[src/rtl/fps_pkg.sv]
package fps_pkg;

  typedef enum logic [1:0] {
    ST_SOFT = 2'd0,
    ST_RUN  = 2'd1,
    ST_REST = 2'd2,
    ST_TEST = 2'd3
  } fps_state_e;

  typedef enum logic [1:0] {
    CAUSE_OVL   = 2'd0,
    CAUSE_DMAX  = 2'd1,
    CAUSE_CLAMP = 2'd2,
    CAUSE_THERM = 2'd3
  } fps_cause_e;

  // overload end-count chosen by the static frequency option
  function automatic int unsigned ovl_limit(int unsigned lo, int unsigned hi, logic sel);
    return sel ? hi : lo;
  endfunction

  // fixed priority among simultaneous faults
  function automatic fps_cause_e pick_cause(logic therm, logic clamp, logic ovl);
    if (therm)      return CAUSE_THERM;
    else if (clamp) return CAUSE_CLAMP;
    else if (ovl)   return CAUSE_OVL;
    else            return CAUSE_DMAX;
  endfunction

endpackage

[src/rtl/fps_tick.sv]
module fps_tick #(
  parameter int unsigned TICK_CYCLES = 1000
) (
  input  logic clk,
  input  logic rst_n,
  input  logic clr,
  output logic tick
);
  localparam int unsigned CW = $clog2(TICK_CYCLES + 1);
  logic [CW-1:0] cnt;

  assign tick = (cnt == CW'(TICK_CYCLES - 1));

  always_ff @(posedge clk or negedge rst_n) begin
    if (!rst_n)      cnt <= '0;
    else if (clr)    cnt <= '0;
    else if (tick)   cnt <= '0;
    else             cnt <= cnt + 1'b1;
  end
endmodule

[src/rtl/fps_ovl.sv]
module fps_ovl #(
  parameter int unsigned LIM_LO = 3000,
  parameter int unsigned LIM_HI = 6000,
  localparam int unsigned W = $clog2(LIM_HI + 1)
) (
  input  logic         clk,
  input  logic         rst_n,
  input  logic         en,
  input  logic         stb,
  input  logic         oc,
  input  logic         freq_hi,
  output logic         trip,
  output logic [W-1:0] cnt,
  output logic [W-1:0] lim
);
  assign lim  = W'(fps_pkg::ovl_limit(LIM_LO, LIM_HI, freq_hi));
  assign trip = en && stb && oc && (cnt == lim - 1'b1);

  always_ff @(posedge clk or negedge rst_n) begin
    if (!rst_n)          cnt <= '0;
    else if (!en)        cnt <= '0;
    else if (stb) begin
      if (oc) begin
        if (cnt != lim)  cnt <= cnt + 1'b1;
      end else if (cnt != '0) begin
        cnt <= cnt - 1'b1;
      end
    end
  end
endmodule

[src/rtl/fps_dmax.sv]
module fps_dmax #(
  parameter int unsigned LIM = 10
) (
  input  logic clk,
  input  logic rst_n,
  input  logic en,
  input  logic stb,
  input  logic dm,
  output logic trip
);
  localparam int unsigned W = $clog2(LIM + 1);
  logic [W-1:0] run_cnt;

  assign trip = en && stb && dm && (run_cnt == W'(LIM - 1));

  always_ff @(posedge clk or negedge rst_n) begin
    if (!rst_n)        run_cnt <= '0;
    else if (!en)      run_cnt <= '0;
    else if (stb) begin
      if (!dm)                       run_cnt <= '0;
      else if (run_cnt != W'(LIM))   run_cnt <= run_cnt + 1'b1;
    end
  end
endmodule

[src/rtl/fps_clamp.sv]
module fps_clamp #(
  parameter int unsigned LIM_CLKS = 5000
) (
  input  logic clk,
  input  logic rst_n,
  input  logic en,
  input  logic clamp,
  output logic trip
);
  localparam int unsigned W = $clog2(LIM_CLKS + 1);
  logic [W-1:0] hold;

  // trips on the first clock past the allowed continuous window
  assign trip = en && clamp && (hold == W'(LIM_CLKS));

  always_ff @(posedge clk or negedge rst_n) begin
    if (!rst_n)                   hold <= '0;
    else if (!en || !clamp)       hold <= '0;
    else if (hold != W'(LIM_CLKS)) hold <= hold + 1'b1;
  end
endmodule

[src/rtl/fps_sequencer.sv]
module fps_sequencer #(
  parameter int unsigned TICK_CYCLES   = 1000,
  parameter int unsigned RESTART_TICKS = 1000,
  parameter int unsigned CLAMP_TICKS   = 5,
  parameter int unsigned OVL_CYC_LO    = 3000,
  parameter int unsigned OVL_CYC_HI    = 6000,
  parameter int unsigned DMAX_CYC      = 10,
  parameter int unsigned SS_STEPS      = 8,
  localparam int unsigned STEP_W       = $clog2(SS_STEPS),
  localparam int unsigned OVL_W        = $clog2(OVL_CYC_HI + 1)
) (
  input  logic              clk,
  input  logic              rst_n,
  input  logic              cyc_stb,
  input  logic              oc_end,
  input  logic              dmax_end,
  input  logic              clamp_oc,
  input  logic              over_temp,
  input  logic              freq_hi,
  output logic              pwm_en,
  output logic              test_cyc_req,
  output logic [STEP_W-1:0] ss_step,
  output logic [1:0]        trip_cause
);
  import fps_pkg::*;

  localparam int unsigned RW        = $clog2(RESTART_TICKS + 1);
  localparam int unsigned CLAMP_CLK = CLAMP_TICKS * TICK_CYCLES;
  localparam logic [STEP_W-1:0] STEP_TOP = STEP_W'(SS_STEPS - 1);

  fps_state_e        st, st_nxt;
  fps_cause_e        cause;
  logic [STEP_W-1:0] step;
  logic [RW-1:0]     rcnt;
  logic              tick, mon_en, run_en;
  logic              ovl_trip, dmax_trip, clamp_trip, therm_trip;
  logic              trip_any, test_fail, restart_done;
  logic [OVL_W-1:0]  ovl_cnt, ovl_lim;

  assign mon_en = (st == ST_SOFT) || (st == ST_RUN);
  assign run_en = (st == ST_RUN);

  fps_tick #(.TICK_CYCLES(TICK_CYCLES)) u_tick (
    .clk(clk), .rst_n(rst_n), .clr(st_nxt != st), .tick(tick)
  );

  fps_ovl #(.LIM_LO(OVL_CYC_LO), .LIM_HI(OVL_CYC_HI)) u_ovl (
    .clk(clk), .rst_n(rst_n), .en(mon_en), .stb(cyc_stb), .oc(oc_end),
    .freq_hi(freq_hi), .trip(ovl_trip), .cnt(ovl_cnt), .lim(ovl_lim)
  );

  fps_dmax #(.LIM(DMAX_CYC)) u_dmax (
    .clk(clk), .rst_n(rst_n), .en(mon_en), .stb(cyc_stb), .dm(dmax_end),
    .trip(dmax_trip)
  );

  fps_clamp #(.LIM_CLKS(CLAMP_CLK)) u_clamp (
    .clk(clk), .rst_n(rst_n), .en(run_en), .clamp(clamp_oc), .trip(clamp_trip)
  );

  assign therm_trip   = mon_en && over_temp;
  assign trip_any     = ovl_trip || dmax_trip || clamp_trip || therm_trip;
  assign test_fail    = (st == ST_TEST) && cyc_stb && over_temp;
  assign restart_done = (st == ST_REST) && tick && (rcnt == RW'(RESTART_TICKS - 1));

  always_comb begin
    st_nxt = st;
    case (st)
      ST_SOFT: begin
        if (trip_any)                     st_nxt = ST_REST;
        else if (tick && step == STEP_TOP) st_nxt = ST_RUN;
      end
      ST_RUN:  if (trip_any) st_nxt = ST_REST;
      ST_REST: if (restart_done) st_nxt = (cause == CAUSE_THERM) ? ST_TEST : ST_SOFT;
      ST_TEST: if (cyc_stb) st_nxt = over_temp ? ST_REST : ST_SOFT;
      default: st_nxt = ST_SOFT;
    endcase
  end

  always_ff @(posedge clk or negedge rst_n) begin
    if (!rst_n) begin
      st    <= ST_SOFT;
      step  <= '0;
      rcnt  <= '0;
      cause <= CAUSE_OVL;
    end else begin
      st <= st_nxt;
      if (st_nxt == ST_SOFT && st != ST_SOFT) step <= '0;
      else if (st == ST_SOFT && tick && step != STEP_TOP) step <= step + 1'b1;
      if (st_nxt != st)              rcnt <= '0;
      else if (st == ST_REST && tick) rcnt <= rcnt + 1'b1;
      if (mon_en && trip_any)
        cause <= pick_cause(therm_trip, clamp_trip, ovl_trip);
      else if (test_fail)
        cause <= CAUSE_THERM;
    end
  end

  assign pwm_en       = (st != ST_REST);
  assign test_cyc_req = (st == ST_TEST);
  assign trip_cause   = cause;
  always_comb begin
    case (st)
      ST_RUN:  ss_step = STEP_TOP;
      ST_SOFT: ss_step = step;
      default: ss_step = '0;
    endcase
  end
endmodule

[config.mk]
export PLATFORM = sky130hd
export DESIGN_NAME = fps_sequencer
export DESIGN_NICKNAME = d
export VERILOG_FILES = /design/src/rtl/fps_pkg.sv /design/src/rtl/fps_tick.sv /design/src/rtl/fps_ovl.sv /design/src/rtl/fps_dmax.sv /design/src/rtl/fps_clamp.sv /design/src/rtl/fps_sequencer.sv
export SDC_FILE = /design/constraint.sdc
export NUM_CORES = 1
export LEC_CHECK = 0
export ABC_AREA = 1
export BUFFER_PORTS_ARGS = -buffer_cell sky130_fd_sc_hd__buf_2
export CORE_MARGIN = 2
export CORE_UTILIZATION = 35
export DETAILED_ROUTE_END_ITERATION = 6
export SLEW_MARGIN = 20
export SYNTH_ARGS = -nofsm -noshare
export SYNTH_HDL_FRONTEND = slang
export SYNTH_SLANG_ARGS = --single-unit
[constraint.sdc]
create_clock -name clk -period 2.04 [get_ports clk]
set_clock_uncertainty 0.05 [all_clocks]
set_input_delay 0.102 -clock clk [delete_from_list [all_inputs] [get_ports clk]]
set_output_delay 0.102 -clock clk [all_outputs]
set_load 0.02 [all_outputs]
**Word level (Yosys, flattened, before mapping)**

Index checks and enable logic that the tools add are counted.

- Logic and storage cells: 102
- Output and inout port bits: 7
- Register bits: 57
- Input bits: 8

- Equality and inequality tests: 20
- Add/subtract/negate cells: 8
- Reduce and logical (&&, ||, !) cells: 34
- Multiplexer cells: 32

Operator list:

| kind | number |
|---|---|
| $mux W13 | 8 |
| $mux W10 | 4 |
| $add A13 B1 Y13 const B | 2 |
| $sub A13 B1 Y13 const B | 2 |
| $mux W2 | 11 |
| $add A10 B1 Y10 const B | 2 |
| $eq A10 B10 Y1 const B | 2 |
| $logic_and A1 B1 Y1 | 17 |
| $mux W4 | 4 |
| $eq A13 B13 Y1 | 1 |
| $eq A13 B13 Y1 const B | 1 |
| $ne A13 B13 Y1 | 1 |
| $ne A13 B13 Y1 const B | 1 |
| $reduce_bool A13 Y1 | 1 |
| $reduce_bool A2 Y1 | 5 |
| $ne A3 B2 Y1 const B | 3 |
| $pmux W2 S4 | 1 |
| $eq A2 B2 Y1 const B | 3 |
| $mux W3 | 2 |
| $pmux W3 S2 | 1 |
| $logic_or A1 B1 Y1 | 5 |
| $add A4 B1 Y4 const B | 1 |
| $eq A4 B4 Y1 const B | 1 |
| $logic_not A2 Y1 | 2 |
| 11 further kinds | 13 |

**Logic depth before layout (Yosys ltp)**

- Depth after elaboration: 13
- Depth in mapped cells: 14
- Mapped depth without buffers: 13

**Cells and area by module**

From an unflattened synthesis, not the netlist that was laid out.

- Cells, all modules: 586
- Area total of the unflattened synthesis: 4237.8 µm²

By module, submodules not included:

| module | instances | cells each | seq. area each (µm²) | area each (µm²) |
|---|---|---|---|---|
| fps_ovl | 1 | 243 | 325.3 | 1531.5 |
| fps_sequencer | 1 | 123 | 425.4 | 1077.3 |
| fps_clamp | 1 | 113 | 325.3 | 794.5 |
| fps_tick | 1 | 64 | 250.2 | 530.5 |
| fps_dmax | 1 | 43 | 100.1 | 304.0 |

**Least setup slack after synthesis**

Ideal clock, no wire load.

- Kind: register to register
- Start: register u_tick.cnt[0]
- End: register rcnt[1]
- Setup slack: 243 ps
- Clock period less this slack: 1797 ps
- Arrival time: 1627 ps
- Buffers on the path: 2
- Data required time: 1870 ps
- Library setup time: 120 ps
- Stages on the path, launching flop included: 13
- Cells stage by stage: dfrtp_1 ha_1 nand2_2 nor2_4 nand3_4 nor2_4 buf_6 nand3_2 nand2_1 a31oi_1 nand2_2 buf_6 nor2_2

- Word-level cells in the longest chain between the ends: 7
- Elaborated cells between the ends (all ways): 11
- Those cells by class: eq/ne: 2; mux: 5; reduce/logical: 4

Ends and longest elaborated chain:

| what | RTL line | RTL |
|---|---|---|
| from (decl) | fps_tick.sv:10 | `logic [CW-1:0] cnt;` |
| from (signal assigned) | fps_tick.sv:18 | `else cnt <= cnt + 1'b1;` |
| $eq A10 B10 Y1 (*) | fps_tick.sv:12 | `assign tick = (cnt == CW'(TICK_CYCLES - 1));` |
| $logic_and A1 B1 Y1 (on tied branches) | fps_sequencer.sv:71, fps_sequencer.sv:64, fps_sequencer.sv:91 |  |
| $mux W2 / $logic_and A1 B1 Y1 (equally long branches) | fps_sequencer.sv:71, fps_sequencer.sv:64 |  |
| $mux W2 (on tied branches) | fps_sequencer.sv:70, fps_sequencer.sv:74 |  |
| $pmux W2 S4 | fps_sequencer.sv:68 | `case (st)` |
| $ne A2 B2 Y1 | fps_sequencer.sv:90 | `if (st_nxt != st) rcnt <= '0;` |
| $mux W10 / $reduce_bool A2 Y1 (equally long branches) | n/a |  |
| to (signal assigned) | fps_sequencer.sv:91 | `else if (st == ST_REST && tick) rcnt <= rcnt + 1'b1;` |
| to (decl) | fps_sequencer.sv:34 | `logic [RW-1:0] rcnt;` |

Every way passes the cells marked *; elsewhere a longest branch is shown, timed or not.
A chain may end at the register's enable or synchronous reset.

**Worst setup path in the final report**

- Start: register u_tick.cnt[0]
- End: register u_tick.cnt[3]

- Word-level cells in the longest chain between the ends: 7
- Elaborated cells between the ends (all ways): 12
- Those cells by class: add/sub: 1; eq/ne: 2; mux: 6; reduce/logical: 3

Ends and longest elaborated chain:

| what | RTL line | RTL |
|---|---|---|
| $eq A10 B10 Y1 (*) | fps_tick.sv:12 |  |
| $logic_and A1 B1 Y1 (on tied branches) | fps_sequencer.sv:71, fps_sequencer.sv:64 |  |
| $mux W2 / $logic_and A1 B1 Y1 (equally long branches) | fps_sequencer.sv:71, fps_sequencer.sv:64 |  |
| $mux W2 (on tied branches) | fps_sequencer.sv:70, fps_sequencer.sv:74 |  |
| $pmux W2 S4 (*) | fps_sequencer.sv:68 |  |
| via st_nxt[0] | fps_sequencer.sv:31 | `fps_state_e st, st_nxt;` |
| $ne A2 B2 Y1 (*) | fps_sequencer.sv:44 | `.clk(clk), .rst_n(rst_n), .clr(st_nxt != st), .tick(tick)` |
| $mux W10 (*) | fps_tick.sv:16 | `else if (clr) cnt <= '0;` |

The timed path passes the listed nets; every way through them passes the cells marked *.

==> results.py <==
metrics = {
    "run_status": {
        "status": "complete, no violations",
    },
    "global_route": {
        "antenna_found_initial": 0,
        "grt-busiest-layer": "met2",
        "overflow": 0,
        "track_usage_pct": 14.80,
        "grt_pass1_vias": 3056,
        "grt_max_degree": 35,
        "met3_usage_pct": 3.737,
        "grtUsageMet1_pct": 19.81,
        "met2_usage_pct": 23.13,
        "grt_first_pass_wirelength_um": 13840,
    },
    "logic_synthesis": {
        "synth-simple-area-share_pct": 33.66,
        "synth_top_family_by_area": "simple AND/OR/NAND/NOR gates",
        "synth_compound_area_share_pct": 8.186,
        "synth-xor-area-share_pct": 4.126,
        "muxShareOfSynthArea_pct": 0.8513,
        "synth_cell_types": 36,
        "seq_area_frac_synth_pct": 37.33,
        "syn_avg_cell_area_um2": 7.449,
        "synth_nets": 542,
        "synth_seq_cells": 57,
        "synth_fa_ha_area_share_pct": 7.073,
        "syn_inst": 513,
        "yosysWarnings": 0,
        "netlist_area_um2": 3821,
    },
    "timing": {
        "setup_tns_ps": 0,
        "tightest_slew_ps": 605.7,
        "finalCritPeriodShare_pct": 94.73,
        "maxSlewHeadroom_pct": 59.62,
        "period_needed_ps": 1932,
        "final_hold_viol_count": 0,
        "slew_violations": 0,
        "finalSetupViolations": 0,
        "max_freq_ghz": 0.5175,
    },
    "drt": {
        "routed_via_density": 4.696,
        "drc": 0,
        "avgRoutedWirePerCell_um": 11.82,
        "dr.pass1.iters": 5,
        "wl_um": 8188,
        "postRouteAntennaNets": 0,
        "vias": 3254,
        "drt_iter0_drc": 149,
    },
    "floorplan": {
        "die_h_um": 108.5,
        "start_util_pct": 35.56,
        "ios": 15,
        "dieWidth_um": 108.5,
        "fp-row-count": 38,
        "core_area_um2": 10750,
        "dieArea_um2": 11770,
    },
    "critical_path": {
        "r2r_cells": 14,
        "cp_max_fo": 10,
        "path_common_cell": "nand2_2",
        "end_kind": "register",
        "cp_cell_sequence": "ha_2, nand2_2, nor2_4, nand3_4, nor2_4, nand3_2, nand2_2, inv_2, nand2_2, nand2_1, nand2_1, nand2_4, buf_12, nor2_2",
        "crit_required_ps": 2250,
        "cp_slowest_cell": "dfrtp_1",
        "cp_data_arrival_time_ps": 2150,
        "max_stage_delay_ps": 400,
        "r2r-start": "u_tick.cnt[0]$_DFF_PN0_",
        "startpoint_type": "register",
        "rr_endpoint": "u_tick.cnt[3]$_DFF_PN0_",
        "crit_type": "reg -> reg",
        "rrSetupSlack_ps": 110,
    },
    "finish": {
        "area_growth_syn_to_layout_pct": 17.03,
        "nFillCells": 1087,
        "num_antenna_cells": 0,
        "final_util_pct": 41.62,
        "regArea_um2": 1428,
        "final_cells": 693,
        "drive_above_1_share_pct": 17.36,
        "multi_input_area_um2": 2101,
        "nets": 577,
    },
    "place": {
        "gp_congestion": 0.8490,
        "dp_cells": 671,
        "dp_hpwl_um": 5897,
        "portBuffers": 14,
    },
    "min_path": {
        "worstHoldPathType": "in -> reg",
        "min-delay-start": "over_temp",
        "holdPathStages": 3,
        "holdPathEnd": "trip_cause[1]$_DFFE_PN0P_",
    },
    "flow_run": {
        "cap_violations": 0,
    },
    "pwr": {
        "ir_worst_vdd_v": 0.0004442,
        "total_power_uw": 4244,
        "power_density_nw_per_um2": 949.0,
        "p_leak_uw": 0.002176,
    },
    "clock_network": {
        "numCtsBuffers": 9,
        "cts_root_buf": "clkbuf_8",
        "cts.htree.levels": 3,
        "clock_latency_ps": 340,
        "path_clk_slew_ps": 70,
        "cts.sinks": 57,
        "clock_path_buffers": 2,
        "cts_tree": "built",
    },
}
==> state kept, by name (all words and copies together) (netlist names) <==
name	flops
u_clamp.hold	13
u_ovl.cnt	13
rcnt	10
u_tick.cnt	10
u_dmax.run_cnt	4
step	3
st	2
trip_cause	2
==> cells by family after synthesis <==
family	Yosys count
compound gates	57
xor+xnor	18
mux	3
buf+inv	82
simple gates	275
fa+ha+maj	21
flops	57
==> through the flow <==
step	setup slack (ps)	hold WS, ps	instance area [µm²]
after floorplan	242.6	-243.6	3821
final	107.5	48.81	4472
after detailed placement	-92.30	102.3	4116
after global placement	-20.51	92.50	4116
after global routing	-33.10	41.79	4472
after CTS	63.11	26.38	4370
==> cells in the final DEF (no fill, tap or decap), types with 2 or more instances in the layout <==
master,count
or2_2,3
nor4_1,2
nor3_1,13
clkbuf_8,10
a21o_1,2
a31oi_1,5
mux2_2,2
inv_1,71
nand3_1,45
buf_12,2
nand2_2,3
nor2_2,23
ha_1,18
xor2_1,16
inv_2,5
nand2_1,112
nand4_1,9
nor2_1,50
buf_4,11
o21ai_0,26
nor2_4,4
o21bai_1,4
xnor2_1,2
dfrtp_1,56
a21oi_1,15
nand3_2,5
bufinv_16,3
buf_2,14
o22ai_1,2
==> worst max path at each step <==
stage,start,endpoint,slack [ps]
after global placement,oc_end,u_ovl.cnt[9]$_DFFE_PN0P_,-20
after detailed placement,oc_end,u_ovl.cnt[9]$_DFFE_PN0P_,-90
final,u_tick.cnt[0]$_DFF_PN0_,u_tick.cnt[3]$_DFF_PN0_,110
after floorplan,u_tick.cnt[0]$_DFF_PN0_,rcnt[1]$_DFFE_PN0P_,240
after global routing,u_tick.cnt[0]$_DFF_PN0_,u_tick.cnt[3]$_DFF_PN0_,-30
after CTS,u_tick.cnt[0]$_DFF_PN0_,u_tick.cnt[3]$_DFF_PN0_,60
==> critical path: cells and delay by family (launching register included) <==
family	cells	cell delay, ps
adder cells (fa/ha/maj)	1	230
buffers and inverters	2	200
flip-flops	1	400
AND/OR/NAND/NOR	11	970
==> synth_stat cells <==
cell	count	area share, %
clkbuf_1	1	0.098
o31ai_1	1	0.20
a21o_1	2	0.39
and3_1	1	0.16
nand2_2	4	0.65
dfrtp_1	57	37
o21ai_0	27	3.5
or2_2	3	0.49
nor3b_2	1	0.33
a21oi_1	15	2.0
nand3b_1	1	0.20
nor3b_1	1	0.20
ha_1	20	6.5
o21bai_1	4	0.79
inv_1	73	7.2
nor2_2	21	3.4
nand4_1	9	1.5
o22ai_1	2	0.33
buf_2	1	0.13
nand3_4	1	0.46
xnor2_1	2	0.46
nand3_1	47	6.2
nand2_1	112	11
xor2_1	16	3.7
nor2_1	52	5.1
nor2_4	4	1.2
nor4_1	2	0.33
buf_4	1	0.20
nand3_2	3	0.79
inv_2	3	0.29
nor3_1	13	1.7
mux2_2	2	0.59
mux2i_1	1	0.26
a31oi_1	6	0.98
buf_6	3	0.88
fa_1	1	0.52
==> per-layer routing <==
layer	share of wire, %	wire (µm)	vias to the layer above
li1	-	-	1720
met1	49	3998	1495
met2	47	3840	33
met3	2.9	239	6
met4	1.3	109	0
met5	0	0	-
==> what timing repair did <==
| item | 4_1_cts | 5_1_grt |
|---|---|---|
| resized for setup | 0 | 12 |
| endpoints found under the hold margin | 23 | 0 |
| setup buffers | 0 | 3 |
| hold buffers | 1 | 0 |
| endpoints found under the setup margin | 0 | 27 |
==> where the power goes <==
part | switching (µW) | internal, µW | total (µW)
clock | 467 | 843 | 1310
combinational | 855 | 576 | 1430
sequential | 220 | 1280 | 1500
==> cell type report <==
class	instances	share of cell area, %
clock buffer	11	3.162
clock inverter	5	2.294
inverter	76	6.379
multi-input combinational	374	46.98
sequential	57	31.93
tap	140	3.917
timing repair buffer	30	5.344
Power figures use the tool's default switching activity.
